**src/rtl/scl_mode_pkg.sv**
```systemverilog
package scl_mode_pkg;
  localparam int FMT_W  = 3;
  localparam int MODE_W = 3;

  typedef enum logic [MODE_W-1:0] {
    MODE_444_BYPASS = 3'd0,
    MODE_444_RGB    = 3'd1,
    MODE_444_YCC    = 3'd2,
    MODE_420_SCALE  = 3'd3,
    MODE_420_LUMA_BP = 3'd4,
    MODE_420_CHR_BP = 3'd5,
    MODE_FULL_BP    = 3'd6
  } scl_mode_e;

  localparam logic [FMT_W-1:0] FMT_RGB    = 3'd0;
  localparam logic [FMT_W-1:0] FMT_YCC444 = 3'd1;
  localparam logic [FMT_W-1:0] FMT_420_8  = 3'd2;
  localparam logic [FMT_W-1:0] FMT_420_10 = 3'd3;
  localparam logic [FMT_W-1:0] FMT_FP16   = 3'd4;

  typedef struct packed {
    logic fp16;
    logic sub420;
    logic video;
  } fmt_class_t;
endpackage

```
**src/rtl/scl_fmt_decode.sv**
```systemverilog
module scl_fmt_decode
  import scl_mode_pkg::*;
(
  input  logic [FMT_W-1:0] fmt,
  output fmt_class_t       cls
);
  always_comb begin
    cls = '0;
    unique case (fmt)
      FMT_YCC444:           cls.video  = 1'b1;
      FMT_420_8, FMT_420_10: begin
        cls.video  = 1'b1;
        cls.sub420 = 1'b1;
      end
      FMT_FP16:             cls.fp16   = 1'b1;
      default:              cls        = '0; // RGB and unknown codes
    endcase
  end
endmodule

```
**src/rtl/scl_mode_chain.sv**
```systemverilog
module scl_mode_chain
  import scl_mode_pkg::*;
(
  input  fmt_class_t cls,
  input  logic       fixed_fmt_cap,
  input  logic       force_scale,
  input  logic       luma_h_unity,
  input  logic       luma_v_unity,
  input  logic       chroma_h_unity,
  input  logic       chroma_v_unity,
  output scl_mode_e  mode
);
  logic luma_one, chroma_one;
  assign luma_one   = luma_h_unity & luma_v_unity;
  assign chroma_one = chroma_h_unity & chroma_v_unity;

  always_comb begin
    if (fixed_fmt_cap && cls.fp16)
      mode = MODE_FULL_BP;
    else if (luma_one && chroma_one && !force_scale)
      mode = MODE_444_BYPASS;
    else if (!cls.sub420)
      mode = cls.video ? MODE_444_YCC : MODE_444_RGB;
    else if (luma_one)
      mode = MODE_420_LUMA_BP;
    else if (chroma_one)
      mode = MODE_420_CHR_BP;
    else
      mode = MODE_420_SCALE;
  end
endmodule

```
**src/rtl/scl_mode_resolver.sv**
```systemverilog
module scl_mode_resolver
  import scl_mode_pkg::*;
#(
  parameter int OFS_W = 16
) (
  input  logic               clk,
  input  logic               rst,
  input  logic               load,
  input  logic [FMT_W-1:0]   fmt,
  input  logic               fixed_fmt_cap,
  input  logic               force_scale,
  input  logic               luma_h_unity,
  input  logic               luma_v_unity,
  input  logic               chroma_h_unity,
  input  logic               chroma_v_unity,
  output logic [MODE_W-1:0]  mode,
  output logic [OFS_W-1:0]   black_luma,
  output logic [OFS_W-1:0]   black_chroma,
  output logic               skip_lb,
  output logic               skip_filter
);
  localparam logic [OFS_W-1:0] CHROMA_MID = OFS_W'(1) << (OFS_W - 1);
  localparam logic [OFS_W-1:0] ZERO_OFS   = '0;

  fmt_class_t cls;
  scl_mode_e  mode_d;

  scl_fmt_decode u_dec (.fmt(fmt), .cls(cls));

  scl_mode_chain u_chain (
    .cls(cls), .fixed_fmt_cap(fixed_fmt_cap), .force_scale(force_scale),
    .luma_h_unity(luma_h_unity), .luma_v_unity(luma_v_unity),
    .chroma_h_unity(chroma_h_unity), .chroma_v_unity(chroma_v_unity),
    .mode(mode_d)
  );

  always_ff @(posedge clk) begin
    if (rst) begin
      mode         <= MODE_444_BYPASS;
      black_luma   <= ZERO_OFS;
      black_chroma <= ZERO_OFS;
      skip_lb      <= 1'b0;
      skip_filter  <= 1'b1;
    end else if (load) begin
      mode         <= mode_d;
      black_luma   <= ZERO_OFS;
      black_chroma <= cls.video ? CHROMA_MID : ZERO_OFS;
      skip_lb      <= (mode_d == MODE_FULL_BP);
      skip_filter  <= (mode_d == MODE_FULL_BP) || (mode_d == MODE_444_BYPASS);
    end
  end


  full_bp_chk: assert property (@(posedge clk) disable iff (rst)
    (load && fixed_fmt_cap && fmt == FMT_FP16) |=> (mode == MODE_FULL_BP));


  mode_range_chk: assert property (@(posedge clk) disable iff (rst)
    mode != 3'd7);


  luma_ofs_chk: assert property (@(posedge clk) disable iff (rst)
    black_luma == ZERO_OFS);


  rgb_chroma_chk: assert property (@(posedge clk) disable iff (rst)
    (mode == MODE_444_RGB) |-> (black_chroma == ZERO_OFS));


  skip_lb_chk: assert property (@(posedge clk) disable iff (rst)
    skip_lb == (mode == MODE_FULL_BP));


  skip_filter_chk: assert property (@(posedge clk) disable iff (rst)
    skip_lb |-> skip_filter);


  hold_chk: assert property (@(posedge clk) disable iff (rst)
    !load |=> ($stable(mode) && $stable(black_chroma) && $stable(skip_filter)));
endmodule

```
**config.mk**
```make
export PLATFORM = sky130hd
export DESIGN_NAME = scl_mode_resolver
export DESIGN_NICKNAME = d
export VERILOG_FILES = /design/src/rtl/scl_mode_pkg.sv /design/src/rtl/scl_fmt_decode.sv /design/src/rtl/scl_mode_chain.sv /design/src/rtl/scl_mode_resolver.sv
export SDC_FILE = /design/constraint.sdc
export NUM_CORES = 1
export LEC_CHECK = 0
export BUFFER_PORTS_ARGS = -buffer_cell sky130_fd_sc_hd__buf_2
export CELL_PAD_IN_SITES_DETAIL_PLACEMENT = 2
export CELL_PAD_IN_SITES_GLOBAL_PLACEMENT = 2
export CORE_ASPECT_RATIO = 2
export CORE_MARGIN = 2
export CORE_UTILIZATION = 18
export CTS_CLUSTER_SIZE = 10
export DETAILED_ROUTE_END_ITERATION = 10
export PLACE_DENSITY = 0.79
export SYNTH_ARGS = -nofsm -noshare
export SYNTH_HDL_FRONTEND = slang
export SYNTH_SLANG_ARGS = --single-unit
export TNS_END_PERCENT = 10
```
**constraint.sdc**
```tcl
create_clock -name clk -period 0.96 [get_ports clk]
set_input_delay 0 -clock clk [delete_from_list [all_inputs] [get_ports clk]]
set_output_delay 0 -clock clk [all_outputs]
set_load 0.02 [all_outputs]
```
==> metrics.cfg <==
[clock_tree]
cts_setup_buffers=0
cts_max_level=1
clk_latency_ns=0.22
cts_tree=yes
clk_path_buf_depth=2
cts_buffers=3
holdBufCountCts=0
root_buffer=clkbuf_8
path_clk_slew_ns=0.04
cts.repair.resized=0
cts.sink_count=6

[detailed_routing]
vias=447
wl_per_cell_um=11.5
via_per_inst=3.82
drt_iter0_drc=3
routed_wl_um=1350
dr.pass1.iters=4
drtAntennaViolNets=0
post-route-drc-count=0

[critical_path]
r2r_slack_ns=0.20
cpPeakStageDelay_ns=0.32
worst-path-stages=2
cp-end-kind=register
cp_max_fo=2
path_buf_inv=1
arrival_ns=0.87
r2r-start=mode[0]
critPathLaunchType=register
crit_slowest_cell=dfxtp_1
rr_endpoint=mode[0]
r2r_cells=2
crit_type=register to register
required_ns=1.07
crit_family=flip-flops
path_cells=inv_1, o32ai_1

[timing]
setup_viol_count_final=0
period_share_pct=79.3
hold_violations=0
skew_ns=0
rsz0062_at_grt=no
fin_setup_tns_ns=0
fin_hold_ws_ns=0.0618
drv_slew=0
fmax_ghz=1.31
min_period_ns=0.761

[grt]
grt_first_pass_wirelength_um=2000
antenna_found_initial=0
grtUsageTotal_pct=7.37
grt_pass1_vias=439
grt_overflow=0
grt_start_max_net_pins=9

[synthesis]
ys_seq_elements=6
synth_top_family_by_area=buffers and inverters
synth_top_area_share_pct=40.8
muxShareOfSynthArea_pct=3.51
synth_edf_count=0
ys.flop_type=dfxtp_1
synthesis.area_sq_um=571
synth_fa_ha_area_share_pct=0
avgSynthCellArea_sq_um=8.39
yosys.area_share.simple_pct=14.9
yosysUniqueCellTypes=26
synth_compound_area_share_pct=16.9
synthArstFlopShare_pct=0
postSynthCellCount=68
ys_seq_area_share_pct=21.1
synth_area_leaders=buf_4 (41%), dfxtp_1 (21%), mux2i_1 (3.5%)
synthXorXnorAreaFrac_pct=0
yosysTopAreaCell=buf_4
synth.yosys.warnings=0

[place]
io_buffers=17
globalplace.congestion=0.729
dp_hpwl_um=1130

[hold_path]
whs_endpoint=mode[2]
min-delay-start=rst
hold_path.class=input pin to register
hold_depth=2

[floorplan]
placementRows=29
design.core.area_sq_mm=0.00308
dieArea_sq_mm=0.00366
fp.dieH_um=83.6
die_w_um=43.8
initial_core_util_pct=18.5
pin_count=49

[cells_and_area]
area.growth.synth_to_final_pct=7.02
layout.nets=100
drive_above_1_share_pct=26.7
diodes=0

[power]
p_leak_nw=0.312
ir_drop_uv=760
p_per_area_mw_per_mm2=1460

[run]
drv_cap=0

[run_status]
status=completed

-- cells in the final DEF (no fill, tap or decap), drive strengths merged, types with 2 or more instances in the layout --
| cell | Yosys | final |
|---|---|---|
| inv | 2 | 2 |
| nand2 | 2 | 2 |
| nand2b | 2 | 2 |
| dfxtp | 6 | 6 |
| conb | 1 | 31 |
| o21ai | 2 | 2 |
| mux2i | 2 | 2 |
| buf | 32 | 17 |
| clkbuf | 0 | 3 |
| nor2 | 3 | 3 |
-- registers in the layout, summed over array words and instances (netlist names) --
signal	cells
black_chroma	1
mode	3
skip_filter	1
skip_lb	1
-- cells in the mapped netlist (2+ instances only) --
cell / count
o21ai_0: 2
nand2_1: 2
nand2b_1: 2
inv_1: 2
nor2_1: 3
buf_4: 31
dfxtp_1: 6
mux2i_1: 2
-- logic make-up (layout without fill, tap and decap cells) --
logic type / count (synthesis) / after routing
AOI/OAI and AO/OA: 12 / 12
DFF: 6 / 6
buffers and inverters: 34 / 22
and+or+nand+nor: 13 / 13
muxes: 2 / 2
other: 1 / 31
-- cell type report --
class	count	area, sq um
Inverter	2	7.51
Sequential cell	6	120
Multi-Input combinational cell	58	318
Fill cell	380	2470
Timing Repair Buffer	17	85.1
Clock buffer	3	41.3
Tap cell	31	38.8
-- worst max path at each step --
stage | startpoint | end | slack [ns]
after floorplan | mode[1] | mode[1] | 0.17
after global placement | chroma_h_unity | mode[2] | 0.06
after detailed placement | chroma_h_unity | mode[2] | 0.04
after CTS | mode[0] | mode[0] | 0.16
after global routing | mode[1] | mode[1] | 0.13
final | mode[0] | mode[0] | 0.20
-- metal layers --
layer	global-route usage (%)	share of wire, %	wire (um)
met5	0	0	0
met3	2.16	13	175
met2	11.9	50	675
met1	8.21	36	486
met4	4.13	1.0	14
-- where the power goes --
part	leakage, nW	switching (mW)	internal, mW
clock	0.0216	0.103	0.269
combinational	0.241	0.188	0.0571
sequential	0.0495	0.00745	0.266
total	0.312	0.299	0.592
-- through the flow --
step,util (%),instance area [sq um],worst slack [ns],power [mW],cells
final,19.8,611,0.199,0.891,117
after CTS,19.8,611,0.158,0.904,117
after global routing,19.8,611,0.127,0.940,117
after detailed placement,18.5,569,0.0404,0.519,114
after global placement,18.5,569,0.0636,0.512,114
after floorplan,-,683,0.170,0.551,98
Power figures use the tool's default switching activity.
